**config.mk**
```make
export PLATFORM = sky130hd
export DESIGN_NAME = mtrap_unit
export DESIGN_NICKNAME = d
export VERILOG_FILES = /design/src/rtl/mtrap_pkg.sv /design/src/rtl/mtrap_arbiter.sv /design/src/rtl/mtrap_csrs.sv /design/src/rtl/mtrap_unit.sv
export SDC_FILE = /design/constraint.sdc
export NUM_CORES = 1
export LEC_CHECK = 0
export BUFFER_PORTS_ARGS = -buffer_cell sky130_fd_sc_hd__clkbuf_2
export CAP_MARGIN = 0
export CORE_MARGIN = 4
export CORE_UTILIZATION = 55
export DETAILED_ROUTE_END_ITERATION = 16
export PLACE_DENSITY = 0.92
export SYNTH_ARGS = -nofsm -noshare
export SYNTH_HDL_FRONTEND = slang
export SYNTH_SLANG_ARGS = --single-unit
```
**constraint.sdc**
```tcl
create_clock -name clk -period 5.81 [get_ports clk]
set_clock_uncertainty 0.15 [all_clocks]
set_input_delay 0.581 -clock clk [delete_from_list [all_inputs] [get_ports clk]]
set_output_delay 0.581 -clock clk [all_outputs]
set_load 0.02 [all_outputs]
```
**src/rtl/mtrap_pkg.sv**
```systemverilog
package mtrap_pkg;

    localparam int CSR_AW = 12;

    typedef enum logic [CSR_AW-1:0] {
        CSR_TVEC    = 12'h305,
        CSR_SCRATCH = 12'h340,
        CSR_EPC     = 12'h341,
        CSR_CAUSE   = 12'h342,
        CSR_TVAL    = 12'h343
    } csr_sel_e;

    typedef enum logic [1:0] {
        TV_DIRECT  = 2'd0,
        TV_VECTOR  = 2'd1,
        TV_RSVD2   = 2'd2,
        TV_RSVD3   = 2'd3
    } tvec_mode_e;

    // Fault sources, lower index wins when reported together
    localparam int SRC_FETCH  = 0;
    localparam int SRC_DECODE = 1;
    localparam int SRC_MEM    = 2;
    localparam int NSRC       = 3;

    localparam int CAUSE_MISALIGN_FETCH = 0;
    localparam int CAUSE_ILLEGAL        = 2;

    localparam logic [31:0] NOP_WORD = 32'h0000_0013;

endpackage

```
**src/rtl/mtrap_arbiter.sv**
```systemverilog
module mtrap_arbiter #(
    parameter int XLEN = 32,
    parameter int NSRC = 3
) (
    input  logic                       clk,
    input  logic                       rst,
    input  logic [NSRC-1:0]            req,
    input  logic [NSRC-1:0][XLEN-1:0]  cause,
    input  logic                       clear,
    output logic                       valid_o,
    output logic [XLEN-1:0]            cause_o
);
    logic            pend_v;
    logic [XLEN-1:0] pend_c;
    logic            new_v;
    logic [XLEN-1:0] new_c;

    // Lowest-numbered source wins among same-cycle reports
    always_comb begin
        new_v = 1'b0;
        new_c = '0;
        for (int i = NSRC - 1; i >= 0; i--) begin
            if (req[i]) begin
                new_v = 1'b1;
                new_c = cause[i];
            end
        end
    end

    assign valid_o = pend_v | new_v;
    assign cause_o = pend_v ? pend_c : new_c;

    always_ff @(posedge clk) begin
        if (rst) begin
            pend_v <= 1'b0;
            pend_c <= '0;
        end else if (clear) begin
            pend_v <= 1'b0;
            pend_c <= '0;
        end else if (!pend_v && new_v) begin
            pend_v <= 1'b1;
            pend_c <= new_c;
        end
    end


    pend_hold_chk: assert property (@(posedge clk) disable iff (rst)
        (pend_v && !clear) |=> (pend_v && $stable(pend_c)));


    pend_drop_chk: assert property (@(posedge clk) disable iff (rst)
        clear |=> !pend_v);

endmodule

```
**src/rtl/mtrap_csrs.sv**
```systemverilog
module mtrap_csrs
    import mtrap_pkg::*;
#(
    parameter int XLEN = 32
) (
    input  logic              clk,
    input  logic              rst,
    input  logic              port_we,
    input  logic [CSR_AW-1:0] port_addr,
    input  logic [XLEN-1:0]   port_wdata,
    input  logic              trap_we,
    input  logic [XLEN-1:0]   trap_cause,
    input  logic [XLEN-1:0]   trap_pc,
    output logic [XLEN-1:0]   rdata,
    output logic              known,
    output logic [XLEN-1:0]   tvec_o,
    output logic [XLEN-1:0]   epc_o,
    output logic              installed_o
);
    logic [XLEN-1:0] tvec_q, scratch_q, epc_q, cause_q, tval_q;
    logic            inst_q;

    always_comb begin
        known = 1'b1;
        rdata = '0;
        case (port_addr)
            CSR_TVEC:    rdata = tvec_q;
            CSR_SCRATCH: rdata = scratch_q;
            CSR_EPC:     rdata = epc_q;
            CSR_CAUSE:   rdata = cause_q;
            CSR_TVAL:    rdata = tval_q;
            default:     known = 1'b0;
        endcase
    end

    always_ff @(posedge clk) begin
        if (rst) begin
            tvec_q    <= '0;
            scratch_q <= '0;
            epc_q     <= '0;
            cause_q   <= '0;
            tval_q    <= '0;
            inst_q    <= 1'b0;
        end else begin
            if (port_we) begin
                case (port_addr)
                    CSR_TVEC: begin
                        tvec_q <= port_wdata;
                        inst_q <= 1'b1;
                    end
                    CSR_SCRATCH: scratch_q <= port_wdata;
                    CSR_EPC:     epc_q     <= port_wdata;
                    CSR_CAUSE:   cause_q   <= port_wdata;
                    CSR_TVAL:    tval_q    <= port_wdata;
                    default: ;
                endcase
            end
            // Trap updates take precedence over a same-cycle port write
            if (trap_we) begin
                cause_q <= trap_cause;
                epc_q   <= trap_pc;
                tval_q  <= '0;
            end
        end
    end

    assign tvec_o      = tvec_q;
    assign epc_o       = epc_q;
    assign installed_o = inst_q;


    trap_tval_clr_chk: assert property (@(posedge clk) disable iff (rst)
        trap_we |=> (tval_q == '0));


    trap_epc_chk: assert property (@(posedge clk) disable iff (rst)
        trap_we |=> (epc_q == $past(trap_pc)));


    installed_sticky_chk: assert property (@(posedge clk) disable iff (rst)
        inst_q |=> inst_q);

endmodule

```
**src/rtl/mtrap_unit.sv**
```systemverilog
module mtrap_unit
    import mtrap_pkg::*;
#(
    parameter int XLEN  = 32,
    parameter bit HAS_C = 1'b0
) (
    input  logic              clk,
    input  logic              rst,
    input  logic [XLEN-1:0]   cur_pc,
    input  logic              inst_done,
    input  logic              inst_compressed,
    input  logic              mret_req,
    input  logic              fetch_req,
    input  logic [XLEN-1:0]   fetch_cause,
    input  logic              dec_req,
    input  logic [XLEN-1:0]   dec_cause,
    input  logic              mem_req,
    input  logic [XLEN-1:0]   mem_cause,
    input  logic [XLEN-1:0]   fetch_word_in,
    output logic [XLEN-1:0]   fetch_word_out,
    input  logic              csr_en,
    input  logic              csr_we,
    input  logic [CSR_AW-1:0] csr_addr,
    input  logic [XLEN-1:0]   csr_wdata,
    output logic [XLEN-1:0]   csr_rdata,
    output logic [XLEN-1:0]   pc_next,
    output logic              pc_redirect,
    output logic              halted
);
    localparam logic [XLEN-1:0] STEP_FULL  = XLEN'(4);
    localparam logic [XLEN-1:0] STEP_SHORT = XLEN'(2);
    localparam logic [XLEN-1:0] NOP        = XLEN'(NOP_WORD);

    logic                       halted_q;
    logic                       misal;
    logic [NSRC-1:0]            src_req;
    logic [NSRC-1:0][XLEN-1:0]  src_cause;
    logic                       eff_v;
    logic [XLEN-1:0]            eff_cause;
    logic                       csr_known;
    logic                       csr_bad;
    logic [XLEN-1:0]            tvec, epc;
    logic                       installed;
    logic                       take;
    logic [XLEN-1:0]            tvec_base;
    tvec_mode_e                 tvec_mode;
    logic [XLEN-1:0]            trap_target;

    generate
        if (HAS_C) begin : g_c
            assign misal = 1'b0;
        end else begin : g_noc
            assign misal = |cur_pc[1:0];
        end
    endgenerate

    assign csr_bad = csr_en && !csr_known;

    always_comb begin
        src_req   = '0;
        src_cause = '0;
        src_req[SRC_FETCH]    = !halted_q && (misal || fetch_req);
        src_cause[SRC_FETCH]  = misal ? XLEN'(CAUSE_MISALIGN_FETCH) : fetch_cause;
        src_req[SRC_DECODE]   = !halted_q && (dec_req || csr_bad);
        src_cause[SRC_DECODE] = dec_req ? dec_cause : XLEN'(CAUSE_ILLEGAL);
        src_req[SRC_MEM]      = !halted_q && mem_req;
        src_cause[SRC_MEM]    = mem_cause;
    end

    mtrap_arbiter #(.XLEN(XLEN), .NSRC(NSRC)) u_arb (
        .clk     (clk),
        .rst     (rst),
        .req     (src_req),
        .cause   (src_cause),
        .clear   (inst_done),
        .valid_o (eff_v),
        .cause_o (eff_cause)
    );

    assign take = inst_done && eff_v && !halted_q;

    mtrap_csrs #(.XLEN(XLEN)) u_csrs (
        .clk         (clk),
        .rst         (rst),
        .port_we     (csr_en && csr_we && !halted_q),
        .port_addr   (csr_addr),
        .port_wdata  (csr_wdata),
        .trap_we     (take),
        .trap_cause  (eff_cause),
        .trap_pc     (cur_pc),
        .rdata       (csr_rdata),
        .known       (csr_known),
        .tvec_o      (tvec),
        .epc_o       (epc),
        .installed_o (installed)
    );

    assign tvec_base = {tvec[XLEN-1:2], 2'b00};
    assign tvec_mode = tvec_mode_e'(tvec[1:0]);

    // Vectored offset: cause with bit 31 dropped, times four
    always_comb begin
        if (tvec_mode == TV_VECTOR)
            trap_target = tvec_base + {eff_cause[XLEN-3:0], 2'b00};
        else
            trap_target = tvec_base;
    end

    always_comb begin
        pc_redirect = 1'b0;
        pc_next     = cur_pc + (inst_compressed ? STEP_SHORT : STEP_FULL);
        if (halted_q) begin
            pc_next = cur_pc;
        end else if (take) begin
            pc_next     = installed ? trap_target : cur_pc;
            pc_redirect = installed;
        end else if (inst_done && mret_req) begin
            pc_next     = epc;
            pc_redirect = 1'b1;
        end
    end

    always_ff @(posedge clk) begin
        if (rst)
            halted_q <= 1'b0;
        else if (take && !installed)
            halted_q <= 1'b1;
    end

    assign halted         = halted_q;
    assign fetch_word_out = fetch_req ? NOP : fetch_word_in;


    halt_sticky_chk: assert property (@(posedge clk) disable iff (rst)
        halted_q |=> halted_q);


    halted_frozen_chk: assert property (@(posedge clk) disable iff (rst)
        halted_q |=> ($stable(tvec) && $stable(epc)));


    redirect_at_done_chk: assert property (@(posedge clk) disable iff (rst)
        pc_redirect |-> inst_done);


    halted_no_redirect_chk: assert property (@(posedge clk) disable iff (rst)
        halted_q |-> !pc_redirect);

endmodule

```
# == After elaboration in Yosys (flattened, before gate mapping) ==
# Index checks and enable logic that the tools add are counted.
# totals
register_bits,195
output_inout_bits,98
in_bits,214
# op_classes
n_eq_ne,6
n_reduce_logical,29
n_mux,27
bitwise,1
n_addsub,2
# ops
operator,n
32-bit 2-to-1 mux,18
32-bit one-hot mux with 5 select lines,1
"12-bit by 10-bit equality test with 1-bit output, second input constant",5
32-bit by 3-bit adder with 32-bit output,1
32-bit adder,1
1-bit logical AND,11
2-bit AND reduction,5
1-bit 2-to-1 mux,7
2-bit nonzero test,3
2-bit OR reduction,3
5-bit OR reduction,1
1-bit logical NOT,4
3-bit 2-to-1 mux,1
"2-bit by 1-bit equality test with 1-bit output, second input constant",1
1-bit logical OR,2
1-bit OR,1

# == Logic depth before layout (Yosys ltp) ==
# depth
word_depth,15
depth_mapped,21

# == By module ==
# A second synthesis with hierarchy kept.
# unflattened
hier_cells,1662
area_unflattened_um2,13611.8
# modules_own_cells
module,cells_each,n_inst,area_each_um2
mtrap_csrs,765,1,7231.9
mtrap_unit,638,1,4063.9
mtrap_arbiter,259,1,2316.0

# == Least setup slack after synthesis ==
# No wires, ideal clock.
# synth_timing
path_type,input -> output
from,input port csr_addr[11]
to,output port pc_next[30]
slack_ps,247
path_stages,20
t_arrival_ps,4832
cell_sequence,or4_4 a2111oi_4 o21ai_2 nor2b_4 buf_6 a221oi_1 nor3_1 a21o_1 ha_1 inv_1 fa_1 nor2b_1 o31a_1 o21ai_1 a211oi_1 o41ai_2 o21ai_0 nand2_1 mux2_2 o211ai_1
# synth_via
elab_chain_len,15
elab_cells_between_ends,24
classes_between,add/sub (1); eq/ne (5); mux (10); bitwise (1); reduce/logical (7)
# synth_lines
element,line_no,rtl
"start, declared",mtrap_unit.sv:23,"input logic [CSR_AW-1:0] csr_addr,"
12-bit by 10-bit equality test with 1-bit output,mtrap_csrs.sv:26,case (port_addr)
5-bit OR reduction (no source line) *,n/a,
1-bit 2-to-1 mux *,mtrap_csrs.sv:26,
1-bit logical NOT *,mtrap_unit.sv:57,assign csr_bad = csr_en && !csr_known;
1-bit logical AND *,mtrap_unit.sv:57,
1-bit logical OR *,mtrap_unit.sv:64,src_req[SRC_DECODE] = !halted_q && (dec_req || csr_bad);
1-bit logical AND *,mtrap_unit.sv:64,
32-bit 2-to-1 mux (2 in a row),mtrap_arbiter.sv:23,if (req[i]) begin
32-bit 2-to-1 mux,mtrap_arbiter.sv:31,assign cause_o = pend_v ? pend_c : new_c;
32-bit adder,mtrap_unit.sv:104,"trap_target = tvec_base + {eff_cause[XLEN-3:0], 2'b00};"
32-bit 2-to-1 mux,mtrap_unit.sv:103,if (tvec_mode == TV_VECTOR)
32-bit 2-to-1 mux,mtrap_unit.sv:115,pc_next = installed ? trap_target : cur_pc;
32-bit 2-to-1 mux *,mtrap_unit.sv:114,end else if (take) begin
32-bit 2-to-1 mux *,mtrap_unit.sv:112,if (halted_q) begin
"end, declared",mtrap_unit.sv:26,"output logic [XLEN-1:0] pc_next,"
# Mark *: on every way between the ends. The rest lies on a longest branch, timed or not.

# == Worst setup path after layout ==
# layout_timing
from,input port csr_addr[10]
to,output port pc_next[26]
# Same word-level chain as after synthesis.

==> flow_summary_export.csv <==
group,metric,value,unit
global_routing,grt_pass1_vias,14600,
drt,drc,0,
yosys,yosysUniqueCellTypes,77,
clocking,cts_hold_buf,0,
clocking,numCtsBuffers,17,
place,hpwl,40100,microns
clocking,clk_path_buf_depth,2,
drt,num_vias,15000,
drt,vias_per_cell,6.46,
sta,hold_viol,0,
yosys,synthCells,1660,
yosys,syn_area,0.0131,sq mm
clocking,clock-sinks,195,
global_routing,grt_max_degree,128,
yosys,synth_top_family_by_area,"compound AO/OA/AOI/OAI gates",
cells_and_area,syn_to_final_growth,24.1,%
yosys,synth-compound-area-share,28.5,%
cells_and_area,diodes,0,
floorplanning,rows,56,
worst_setup_path,cp-start-kind,"primary input",
cells_and_area,final-seq-area,0.00391,sq mm
cells_and_area,drive_gt1_share,30.4,%
clocking,cts_tree,"built",
pwr,p_sw,1.21,mW
worst_setup_path,path_class,"in -> out",
yosys,syn_nets,1909,
yosys,synth_xor_area_share,1.60,%
yosys,yosys.area.top_type_share,29.7,%
yosys,ys_top_cells_by_area,"dfxtp_1 30%, a21oi_1 8.9%, nand2_1 7.9%",
pwr,p_seq_share,40.5,%
clocking,insertion_delay,440,ps
yosys,yosys.area.top_type,"dfxtp_1",
floorplanning,coreArea,0.0235,sq mm
worst_hold_path,hold_class,"in -> reg",
place,globalplace.congestion,1.06,
flow_run,drv_cap,0,
place,numPlacedInstances,2277,
drt,wirelength,53800,microns
yosys,seq_area_frac_synth,29.7,%
pwr,cellLeakagePower,6.70,nW
global_routing,overflow,0,
global_routing,antenna_found_initial,0,
pwr,p_clk_share,33.6,%
run_status,status,"finished, final reports clean",
sta,setup_violations,0,
worst_setup_path,crit_fanout,5,
yosys,synth_seq_cells,195,
pwr,p_per_area,217,mW/mm^2
floorplanning,die_h,163,microns
worst_setup_path,crit_path_end_kind,"output pin",
yosys,yosys.area_share.simple,20.8,%
yosys,synthMuxAreaShare,11.0,%
global_routing,grt_pass1_wl,81000,microns
sta,fin_crit_sh,97.7,%
clocking,htreeDepth,4,
drt,drtPass1Iterations,8,
pwr,sw_frac_of_total,34.1,%
yosys,synthAdderAreaFrac,3.45,%
sta,drv_slew,0,
drt,drtIter0Drc,1960,
worst_setup_path,critPathRequiredTime,5080,ps
sta,period_minus_slack,5670,ps
cells_and_area,n_fill_cell,1914,
yosys,synth-edff-count,0,
clocking,cts-root-buf,"clkbuf_16",
floorplanning,initial_utilization,56.0,%
sta,worst_pin_slew,1060,ps
sta,max_freq,176,MHz
floorplanning,die_w,163,microns
clocking,cts.reportedPaths.clkPinSlew,80,ps
pwr,p_total,3.54,mW
pwr,internal-power,2.33,mW
floorplanning,pin_count,312,
pwr,max-vdd-ir-drop,0.159,mV
worst_setup_path,arrival,4940,ps
cells_and_area,finalNetCount,2231,
cells_and_area,finalNonFillerCells,2314,
yosys,ys.flop_type,"dfxtp_1",
yosys,async_reset_ff_share,0,%
drt,ant_nets,0,
floorplanning,die-area,0.0264,sq mm
pwr,power_frac_comb,25.9,%
yosys,syn_avg_cell_area,7.91,sq um
cells_and_area,multi_input_area,0.00882,sq mm
place,port-buffer-count,311,
sta,slew-limit-headroom,29.2,%
yosys,yosysWarnings,0,
global_routing,grt_usage,39.0,%
drt,routedWlPerCell,23.2,microns
## placed cells by master (no fill, tap or decap), drive strengths merged, types with 4 or more instances in the layout
master  instances
buf           132
xor2            9
a22o           35
a21oi         233
clkbuf        323
nor3           45
clkinv          7
dfxtp         195
a31oi          14
or2             9
nand4           4
mux4           32
xnor2          15
nand3          30
nor2          152
o211ai         12
nor4            4
a211oi         77
or3             5
o21ai          49
nor2b          40
o21a            7
nand2b         12
a21o           43
nand2         277
a221oi         35
and3           15
mux2i          69
and2            6
o22ai          13
ha             33
inv            17
## critical path, stage by stage
cell and delay (ps):
clkbuf_2 90, or4_4 550, a2111oi_4 200, buf_4 220, o21ai_4 80, nor2b_4 220, buf_6 130, a221oi_2 50
nor3_2 220, a21o_1 140, ha_2 180, inv_1 60, fa_2 370, nor2b_2 160, o31a_1 240, o21ai_4 100
a211oi_2 230, buf_4 150, o41ai_4 80, buf_4 190, nor2b_4 110, and3b_1 150, a31oi_1 40, o211ai_1 220
buf_4 180
## through the flow
stage          utilization (%)  area, sq um  hold WS [ps]  setup slack (ps)  setup TNS (ps)
2_1_floorplan                -        13100           278               247               0
3_3_place_gp              66.0        15500           285              15.2               0
3_5_place_dp              66.0        15500           294             -83.1            -101
4_1_cts                   68.5        16100           256             -14.5           -14.5
5_1_grt                   69.5        16300           279              -113            -447
6_report                  69.5        16300           260               136               0
## timing repair
item / in CTS / in global routing
pin swaps: 0 / 22
endpoints found under the setup margin: 3 / 15
resized for setup: 2 / 49
setup buffers: 0 / 6
## cell families (layout without fill, tap and decap cells)
kind of cell,count (synthesis),count (layout)
AO/OA/AOI/OAI,547,547
flip-flops,195,195
multiplexers,104,104
buffers and inverters,145,480
AND/OR/NAND/NOR,610,610
XOR/XNOR,24,24
adder cells (fa/ha/maj),35,35
## synthesized netlist by cell type, types with 7 or more instances
| cell | count |
|---|---|
| buf_6 | 8 |
| nand2b_1 | 12 |
| mux2i_1 | 69 |
| o22ai_1 | 13 |
| xnor2_1 | 15 |
| a21oi_1 | 233 |
| a211oi_1 | 41 |
| a211oi_2 | 36 |
| clkbuf_1 | 90 |
| and3_1 | 15 |
| nor3_1 | 43 |
| ha_1 | 33 |
| dfxtp_1 | 195 |
| o21a_1 | 7 |
| a22o_1 | 35 |
| o21ai_0 | 41 |
| a21o_1 | 43 |
| a31oi_1 | 14 |
| nand3_1 | 30 |
| mux4_2 | 32 |
| a221oi_1 | 33 |
| or2_2 | 9 |
| xor2_1 | 9 |
| inv_1 | 11 |
| nand2_1 | 275 |
| buf_1 | 10 |
| nor2b_1 | 39 |
| nor2_1 | 150 |
| o211ai_1 | 10 |
| buf_2 | 23 |
## state kept, by name, summed over array words and instances (netlist names)
signal	cells
halted	1
u_arb.pend_c	32
u_arb.pend_v	1
u_csrs.cause_q	32
u_csrs.epc_o	32
u_csrs.installed_o	1
u_csrs.scratch_q	32
u_csrs.tval_q	32
u_csrs.tvec_o	32
## power by group through the flow
stage | clock network (mW) | registers, mW | logic [mW]
floorplan | 0 | 1.44 | 0.517
global placement | 0 | 1.46 | 0.863
detailed placement | 0 | 1.46 | 0.876
CTS | 1.19 | 1.43 | 0.882
global route | 1.24 | 1.44 | 0.976
finish | 1.19 | 1.43 | 0.917
## cell type report
| cell class | count | share of cell area [%] |
|---|---|---|
| multi-input combinational | 1320 | 54.1 |
| clock inverter | 14 | 0.990 |
| inverter | 11 | 0.253 |
| clock buffer | 18 | 2.63 |
| tap | 319 | 2.45 |
| timing repair buffer | 437 | 15.6 |
| sequential | 195 | 24.0 |
## metal layers
metal  track usage, %  up-vias  wire (microns)
met5                0        -               0
met4             25.8        0            4370
met3             6.20      220            5010
met2             61.4      984           24200
met1             49.6     7063           20200
li1                 -     6688               -
## worst paths after layout
| path | to | cells after the start | from | slack [ps] |
|---|---|---|---|---|
| min reg2reg | u_arb.pend_c[29]$_SDFFE_PP0P_ | 2 | u_arb.pend_c[29]$_SDFFE_PP0P_ | 300 |
| min | u_csrs.tvec_o[23]$_SDFFE_PP0P_ | 3 | csr_wdata[23] | 260 |
| max reg2reg | u_csrs.tval_q[4]$_SDFFE_PP0P_ | 5 | u_arb.pend_v$_SDFFE_PP0P_ | 2400 |
| max | pc_next[26] | 25 | csr_addr[10] | 140 |
Power figures use the tool's default switching activity.
